===== src/rtl/ring_node_pkg.sv =====
package ring_node_pkg;
  localparam int          CRC_W     = 16;
  localparam logic [15:0] CRC_POLY  = 16'h1021;
  localparam logic [15:0] CRC_SEED  = 16'hFFFF;
  localparam int          FCS_BITS  = 2 * CRC_W;

  typedef enum logic {
    CYC_DATA  = 1'b0,
    CYC_IDENT = 1'b1
  } cyc_kind_e;

  typedef enum logic [1:0] {
    RES_NONE,
    RES_DATA,
    RES_CTRL,
    RES_FAIL
  } res_e;
endpackage


===== src/rtl/ring_node_crc.sv =====
module ring_node_crc #(
  parameter int         W    = 16,
  parameter logic [W-1:0] POLY = 16'h1021,
  parameter logic [W-1:0] SEED = 16'hFFFF
) (
  input  logic         clk,
  input  logic         rst_n,
  input  logic         seed,
  input  logic         en,
  input  logic         din,
  output logic [W-1:0] crc
);
  logic feedback;
  assign feedback = crc[W-1] ^ din;

  always_ff @(posedge clk or negedge rst_n) begin
    if (!rst_n)    crc <= SEED;
    else if (seed) crc <= SEED;
    else if (en)   crc <= {crc[W-2:0], 1'b0} ^ (feedback ? POLY : '0);
  end
endmodule


===== src/rtl/ring_node_shreg.sv =====
module ring_node_shreg #(
  parameter int W = 16
) (
  input  logic         clk,
  input  logic         rst_n,
  input  logic         load,
  input  logic [W-1:0] load_val,
  input  logic         shift,
  input  logic         din,
  output logic [W-1:0] q
);
  always_ff @(posedge clk or negedge rst_n) begin
    if (!rst_n)     q <= '0;
    else if (load)  q <= load_val;
    else if (shift) q <= {q[W-2:0], din};
  end
endmodule


===== src/rtl/ring_node_fcs.sv =====
module ring_node_fcs #(
  parameter int W          = 16,
  parameter int FRAME_BITS = 32,
  parameter int UPD_BIT    = 0
) (
  input  logic         clk,
  input  logic         rst_n,
  input  logic         clear,
  input  logic         en,
  input  logic         din,
  input  logic [W-1:0] crc_calc,
  output logic         msb,
  output logic         upd_flag,
  output logic         crc_match,
  output logic         len_ok
);
  localparam int               CNT_W     = $clog2(FRAME_BITS + 1) + 1;
  localparam logic [CNT_W-1:0] CNT_MAX   = '1;
  localparam logic [CNT_W-1:0] CRC_LAST  = CNT_W'(W - 1);
  localparam logic [CNT_W-1:0] FRAME_END = CNT_W'(FRAME_BITS);

  logic [W-1:0]     sr;
  logic [CNT_W-1:0] cnt;
  logic [W-1:0]     sr_next;

  assign sr_next = {sr[W-2:0], din};

  always_ff @(posedge clk or negedge rst_n) begin
    if (!rst_n) begin
      sr        <= '0;
      cnt       <= '0;
      crc_match <= 1'b0;
    end else if (clear) begin
      sr        <= '0;
      cnt       <= '0;
      crc_match <= 1'b0;
    end else if (en) begin
      sr <= sr_next;
      if (cnt != CNT_MAX) cnt <= cnt + 1'b1;
      if (cnt == CRC_LAST) crc_match <= (sr_next == crc_calc);
    end
  end

  assign msb      = sr[W-1];
  assign upd_flag = sr[UPD_BIT];
  assign len_ok   = (cnt == FRAME_END);
endmodule


===== src/rtl/ring_slave_node.sv =====
module ring_slave_node
  import ring_node_pkg::*;
#(
  parameter int            DW      = 16,
  parameter logic [DW-1:0] ID_CODE = 16'hA5C3,
  parameter int            UPD_BIT = 0
) (
  input  logic          clk,
  input  logic          rst_n,
  input  logic          cyc_start,
  input  logic          cyc_ident,
  input  logic          fcs_sel,
  input  logic          cyc_end,
  input  logic          line_vld,
  input  logic          line_in,
  output logic          line_out,
  input  logic [DW-1:0] in_word,
  output logic          out_vld,
  output logic [DW-1:0] out_word,
  output logic          ctl_vld,
  output logic [DW-1:0] ctl_word,
  output logic          chk_fail
);
  cyc_kind_e      kind_q;
  logic [DW-1:0]  load_val;
  logic [DW-1:0]  data_q;
  logic [CRC_W-1:0] crc_q;
  logic           dat_shift;
  logic           fcs_shift;
  logic           fcs_msb;
  logic           upd_flag;
  logic           crc_match;
  logic           len_ok;
  res_e           res_d;

  assign load_val  = cyc_ident ? ID_CODE : in_word;
  assign dat_shift = line_vld & ~fcs_sel & ~cyc_start;
  assign fcs_shift = line_vld &  fcs_sel & ~cyc_start;

  always_ff @(posedge clk or negedge rst_n) begin
    if (!rst_n)         kind_q <= CYC_DATA;
    else if (cyc_start) kind_q <= cyc_ident ? CYC_IDENT : CYC_DATA;
  end

  ring_node_shreg #(.W(DW)) u_data (
    .clk(clk), .rst_n(rst_n), .load(cyc_start), .load_val(load_val),
    .shift(dat_shift), .din(line_in), .q(data_q)
  );

  ring_node_crc #(.W(CRC_W), .POLY(CRC_POLY), .SEED(CRC_SEED)) u_crc (
    .clk(clk), .rst_n(rst_n), .seed(cyc_start), .en(dat_shift),
    .din(line_in), .crc(crc_q)
  );

  ring_node_fcs #(.W(CRC_W), .FRAME_BITS(FCS_BITS), .UPD_BIT(UPD_BIT)) u_fcs (
    .clk(clk), .rst_n(rst_n), .clear(cyc_start), .en(fcs_shift),
    .din(line_in), .crc_calc(crc_q), .msb(fcs_msb), .upd_flag(upd_flag),
    .crc_match(crc_match), .len_ok(len_ok)
  );

  assign line_out = fcs_sel ? fcs_msb : data_q[DW-1];

  always_comb begin
    res_d = RES_NONE;
    if (cyc_end) begin
      if (!(crc_match && len_ok)) res_d = RES_FAIL;
      else if (upd_flag)          res_d = (kind_q == CYC_DATA) ? RES_DATA : RES_CTRL;
    end
  end

  always_ff @(posedge clk or negedge rst_n) begin
    if (!rst_n) begin
      out_vld  <= 1'b0;
      ctl_vld  <= 1'b0;
      chk_fail <= 1'b0;
      out_word <= '0;
      ctl_word <= '0;
    end else begin
      out_vld  <= (res_d == RES_DATA);
      ctl_vld  <= (res_d == RES_CTRL);
      chk_fail <= (res_d == RES_FAIL);
      if (res_d == RES_DATA) out_word <= data_q;
      if (res_d == RES_CTRL) ctl_word <= data_q;
    end
  end
endmodule


===== config.mk =====
export PLATFORM = sky130hd
export DESIGN_NAME = ring_slave_node
export DESIGN_NICKNAME = d
export VERILOG_FILES = /design/src/rtl/ring_node_pkg.sv /design/src/rtl/ring_node_crc.sv /design/src/rtl/ring_node_shreg.sv /design/src/rtl/ring_node_fcs.sv /design/src/rtl/ring_slave_node.sv
export SDC_FILE = /design/constraint.sdc
export NUM_CORES = 1
export LEC_CHECK = 0
export ABC_CLOCK_PERIOD_IN_PS = 1900
export CAP_MARGIN = 20
export CORE_MARGIN = 4
export CORE_UTILIZATION = 45
export DETAILED_ROUTE_END_ITERATION = 7
export PLACE_DENSITY = 0.7
export SETUP_SLACK_MARGIN = 0.05
export SYNTH_ARGS = -nofsm -noshare
export SYNTH_HDL_FRONTEND = slang
export SYNTH_HIERARCHICAL = 1
export SYNTH_SLANG_ARGS = --single-unit

===== constraint.sdc =====
create_clock -name clk -period 1.9 [get_ports clk]
set_input_delay 0.38 -clock clk [delete_from_list [all_inputs] [get_ports clk]]
set_output_delay 0.38 -clock clk [all_outputs]
set_load 0.05 [all_outputs]

==> results.cfg, run 1 <==
[synthesis]
synth_mux_area_frac = 0.176
synth.avg_cell_area_um2 = 12.3
synth_nets = 370
synth_area_um2 = 4240
synthArstFlopShare = 1.00
synth-simple-area-share = 0.120
yosys_warnings = 6
synth_cells = 344
synth_edf_count = 0
synth_ff_type = dfrtp_1
synth_top_family_by_area = multiplexers
synth_xor_xnor_area_share = 0.0484
seq_area_frac_synth = 0.548
ys_ff_latch = 92
synth-compound-area-share = 0.0658
yosysUniqueCellTypes = 37
synthAdderAreaFrac = 0.00590

[setup_path]
cp-start-kind = flop
path_class = reg -> reg
crit_arrival_ns = 2.17
worstPathRequired_ns = 2.13
rrSetupSlack_ns = -0.04
reg2reg_depth = 8
r2r_start = u_fcs/cnt[4]
critical_path.max_stage_delay_ns = 0.39
crit_path_top_delay_cell = dfrtp_1
r2r_end = out_word[4]
path_buf_inv = 2
worstPathCellList = nor2_1, nand3_2, nor3_4, nand4_1, buf_4, nor2_4, buf_6, mux2_2
crit_path_end_kind = flop
path_max_fanout = 8
path_delay_family = simple AND/OR/NAND/NOR gates

[floorplanning]
die_area_um2 = 11000
die_x_um = 105
core.rowCount = 35
initial_core_util = 0.461
io_pins = 60
die_y_um = 105
core_um2 = 9200

[routing]
drt-vias-per-instance = 5.14
drt_first_pass_iters = 4
avgRoutedWirePerCell_um = 16.3
drc = 0
dr_total_vias = 2758
routed_wl_um = 8730
drtAntennaViolNets = 0
drt-initial-drc-count = 122

[job]
max-cap-violations = 0

[clock_network]
root_buffer = clkbuf_8
cts_hold_buf = 0
numCtsBuffers = 9
clk_pin_slew_ns = 0.08
clock-sinks = 92
clk_latency_ns = 0.34
cts.htree.levels = 3
cts_max_path_buffers = 2
cts_tree = built

[layout]
area_growth_pct = 23.9
num-nets-final = 447
drive_above_1_share = 0.249
fin_cells = 537
final_core_util = 0.571
num_antenna_cells = 0

[sta]
rsz0062_at_grt = true
hold_violations = 0
period_share = 1.02
hold_ws_ns = 0.0701
worst_slack_ns = -0.0358
skew_ns = 0.00778
tightest_slew_ns = 0.527
tns_ns = -0.0866
finalCriticalPeriod_ns = 1.94
slew_viol_final = 0
setup_viol = 4
max_freq_mhz = 517
relSlewSlack = 0.649

[placed_design]
routabilityCongestion = 0.778
detailed_place_hpwl_um = 5930
portBuffers = 59
dp.cells = 519

[hold_path]
hp-class = in -> async

[power]
comb_power_share = 0.095
pwr-share-seq = 0.584
swShare = 0.242
p_leak_nw = 2.47
power_density_nw_per_um2 = 680
peakVddDrop_mv = 0.366
p_int_mw = 2.71
p_switching_mw = 0.865
pwr-share-clk = 0.320

[status]
failed_checks = setup timing
status = complete, but fails checks

[global_route]
grt_pass1_wl_um = 14100
antenna_found_initial = 0
track_usage = 0.158
grt_overflow_total = 0
grt_pass1_vias = 2771
grt_start_max_net_pins = 93
==> synthesized netlist by cell type, types with 2 or more instances <==
cell      instances  area share
xor3_1            2       0.011
buf_12            2      0.0094
or2_2             8       0.012
xor2_1            2      0.0041
mux2i_1          34       0.080
o21ai_1          12       0.014
or3_1             3      0.0044
inv_1             5      0.0044
mux2_4            9       0.032
ha_1              2      0.0059
nand3b_1          2      0.0035
nor2b_1          25       0.037
nand4_1           5      0.0074
nand3_1           5      0.0059
nor2_1           21       0.019
nand2_1          20       0.018
clkbuf_1          6      0.0053
buf_2             6      0.0071
o21ai_0          10       0.012
dfrtp_1          76        0.45
mux2_2           24       0.064
a21oi_1           3      0.0035
xnor2_1          16       0.033
a211o_1          16       0.033
dfstp_2          16       0.099
buf_6             3      0.0080
==> cells in the final DEF (no fill, tap or decap), types with 20 or more instances in the layout <==
| master | netlist | routed |
|---|---|---|
| nand2_1 | 20 | 20 |
| clkdlybuf4s50_1 | 0 | 21 |
| mux2_4 | 9 | 20 |
| dfrtp_1 | 76 | 76 |
| mux2i_1 | 34 | 34 |
| nor2_1 | 21 | 21 |
| dlygate4sd2_1 | 0 | 34 |
| nor2b_1 | 25 | 25 |
| buf_4 | 1 | 21 |
==> flip-flops by register name, indices dropped and copies added, names as in the netlist <==
name             count
ctl_vld              1
out_word            16
u_crc/crc           16
u_fcs/sr            16
u_fcs/crc_match      1
u_fcs/cnt            7
kind_q               1
out_vld              1
ctl_word            16
u_data/q            16
chk_fail             1
==> what timing repair did <==
item | CTS | global route
setup buffers | 0 | 1
pin swaps | 2 | 1
gates cloned | 1 | 0
setup endpoints to repair | 67 | 33
resized for setup | 42 | 16
==> per-layer routing <==
metal	wire (µm)	vias up	GRT usage
li1	-	1340	-
met1	4220	1370	0.216
met2	4190	42	0.253
met3	243	6	0.0377
met4	80	0	0.0422
met5	0	-	0
==> power groups by stage <==
stage | sequential [mW] | combinational [mW] | clock [mW]
after floorplan | 2.11 | 0.189 | 0
after global placement | 2.12 | 0.332 | 0
after detailed placement | 2.12 | 0.338 | 0
after CTS | 2.09 | 0.341 | 1.18
after global routing | 2.10 | 0.374 | 1.27
final | 2.09 | 0.341 | 1.15
==> how the worst max path moves through the flow <==
| stage | from | cells past startpoint | to | slack [ns] |
|---|---|---|---|---|
| floorplan | u_fcs/cnt[0] | 8 | out_word[10] | 0.06 |
| global placement | fcs_sel | 6 | u_fcs/crc_match | -0.08 |
| detailed placement | fcs_sel | 6 | u_fcs/crc_match | -0.12 |
| CTS | u_fcs/cnt[1] | 9 | out_word[2] | -0.05 |
| global route | u_fcs/cnt[1] | 9 | out_word[4] | -0.11 |
| finish | u_fcs/cnt[4] | 8 | out_word[4] | -0.04 |
==> cells by family after synthesis <==
| family | count (synthesis) |
|---|---|
| simple gates | 97 |
| flops | 92 |
| mux | 67 |
| compound gates | 43 |
| buf+inv | 23 |
| xor+xnor | 20 |
| fa+ha+maj | 2 |
==> per-stage QoR <==
| stage | worst slack, ns | instance area (µm²) | power (mW) |
|---|---|---|---|
| after floorplan | 0.0569 | 4240 | 2.30 |
| after global placement | -0.0769 | 5030 | 2.45 |
| after detailed placement | -0.119 | 5030 | 2.46 |
| after CTS | -0.0476 | 5180 | 3.61 |
| after global routing | -0.112 | 5250 | 3.74 |
| final | -0.0358 | 5250 | 3.57 |
==> cell type report <==
type | count | area (µm²)
Clock buffer | 14 | 153
Clock inverter | 2 | 12.5
Fill cell | 792 | 3940
Inverter | 5 | 18.8
Multi-Input combinational cell | 229 | 1840
Sequential cell | 92 | 2320
Tap cell | 111 | 139
Timing Repair Buffer | 84 | 771
Note: power is estimated with default switching activity, not from simulation.
==> inputs of run 2 (changes only) <==
- HOLD_SLACK_MARGIN: not set -> 0.1
- RECOVER_POWER: not set -> 50
==> run 2 against run 1 <==
The run still ends with setup timing left; worst setup slack improved by 0.016 ns; cell area about the same; wire length about the same; first-iteration DRC count increased by 11%; largest cell class unchanged; worst hold slack improved by 0.29 ns.
==> results.cfg, run 2 (synthesized netlist as in run 1, its figures left out) <==
[setup_path]
critPathLaunch = u_fcs/cnt[4]
crit_path_top_delay_cell = dfrtp_1
path_max_fanout = 8
worstPathRequired_ns = 2.13
worstPathCellList = nor2_1, nand3_2, nor3_4, nand4_1, buf_4, nor2_4, buf_6, mux2_2
crit_path_end_kind = flop
critical_path.max_stage_delay_ns = 0.39
path_class = reg -> reg
cp-start-kind = flop
r2r_start = u_fcs/cnt[4]
crit_arrival_ns = 2.15

[routing]
drt-initial-drc-count = 135
drtAntennaViolNets = 0
drt-vias-per-instance = 5.17
drt_first_pass_iters = 4
drc = 0
routed_wl_um = 8720
avgRoutedWirePerCell_um = 16.2
dr_total_vias = 2781

[sta]
finalCriticalPeriod_ns = 1.92
slew_viol_final = 0
max_freq_mhz = 521
relSlewSlack = 0.184
setup_viol = 3
rsz0062_at_grt = true
skew_ns = 0.00785
hold_ws_ns = 0.358
tightest_slew_ns = 1.22
worst_slack_ns = -0.0195
period_share = 1.01
hold_violations = 0

[global_route]
antenna_found_initial = 0
track_usage = 0.158
grt_start_max_net_pins = 93
grt_pass1_vias = 2771
grt_overflow_total = 0
grt_pass1_wl_um = 14100

[floorplanning]
io_pins = 60
initial_core_util = 0.461
core.rowCount = 35
die_area_um2 = 11000
core_um2 = 9200
die_y_um = 105
die_x_um = 105

[clock_network]
clk_pin_slew_ns = 0.08
clock-sinks = 92
cts_max_path_buffers = 2
cts_tree = built
clk_latency_ns = 0.34
numCtsBuffers = 9
cts.htree.levels = 3
root_buffer = clkbuf_8

[hold_path]
hp-class = in -> reg
min_from = cyc_start

[power]
power_density_nw_per_um2 = 680
peakVddDrop_mv = 0.365
p_leak_nw = 2.47

[layout]
drive_above_1_share = 0.248
area_growth_pct = 23.8
num-nets-final = 448
final_cell_mix = dfrtp_1 (76), dlygate4sd2_1 (34), mux2i_1 (34)
num_antenna_cells = 0
final_common_cell = dfrtp_1
final_area_um2 = 5250

[status]
status = complete, but fails checks
failed_checks = setup timing

[placed_design]
dpl-instance-area_um2 = 5030
pre_cts_slack_ns = -0.119
routabilityCongestion = 0.778
portBuffers = 59
detailed_place_hpwl_um = 5930

[job]
max-cap-violations = 0
==> run 2: cell count changes in the layout (fill, tap and decap cells not counted) <==
cell	delta
buf_12	-1
dlygate4sd3_1	+1
clkbuf_4	+2
buf_4	-1
==> run 2: what timing repair did <==
item	4_1_cts	5_1_grt
gates resized for setup	42	16
gates cloned	1	0
endpoints found under the hold margin	64	0
buffers inserted	0	1
endpoints found under the setup margin	67	33
pin swaps	2	1
hold buffers	1	0
==> run 2: cell type report <==
cell class              count  area (µm²)
repair buffers             85         768
inverters                   5        18.8
well taps                 111         139
clock inverters             2        12.5
multi-input cells         229        1840
flip-flops and latches     92        2320
fillers                   792        3950
clock buffers              14         153
==> run 2: power breakdown <==
part | switching (mW) | internal (mW) | total, mW | leakage, nW
registers | 0.0615 | 2.03 | 2.09 | 1.20
clock network | 0.633 | 0.513 | 1.15 | 0.0807
logic | 0.170 | 0.169 | 0.339 | 1.19
total | 0.864 | 2.71 | 3.57 | 2.47
==> run 2: per-layer routing <==
layer  global-route usage  vias up  share of wire
li1                     -     1343              -
met1                0.217     1388           0.47
met2                0.253       45           0.49
met3               0.0371        5          0.031
met4               0.0422        0         0.0087
met5                    0        -              0
==> run 2: stage by stage <==
step / cells / util / power, mW / TNS, ns
6_report: 538 / 0.571 / 3.57 / -0.0369
5_1_grt: 538 / 0.571 / 3.74 / -5.46
4_1_cts: 537 / 0.565 / 3.61 / -0.776
3_5_place_dp: 519 / 0.547 / 2.46 / -1.99
3_3_place_gp: 519 / 0.547 / 2.45 / -1.14
2_1_floorplan: 344 / - / 2.30 / 0
==> run 2: worst paths after layout <==
kind	to	slack, ns	cells after the start
max	out_word[4]	-0.02	8
min	u_fcs/cnt[3]	0.36	2
max reg2reg	out_word[4]	-0.02	8
min reg2reg	out_word[7]	0.50	1
max in group asynchronous	ctl_word[10]	0.17	3
min in group asynchronous	ctl_vld	0.95	3
==> run 2: critical path, delay by kind of cell (launching register included) <==
kind / cells / cell delay, ns
mux: 1 / 0.34
buf+inv: 2 / 0.35
flops: 1 / 0.39
simple gates: 5 / 0.73
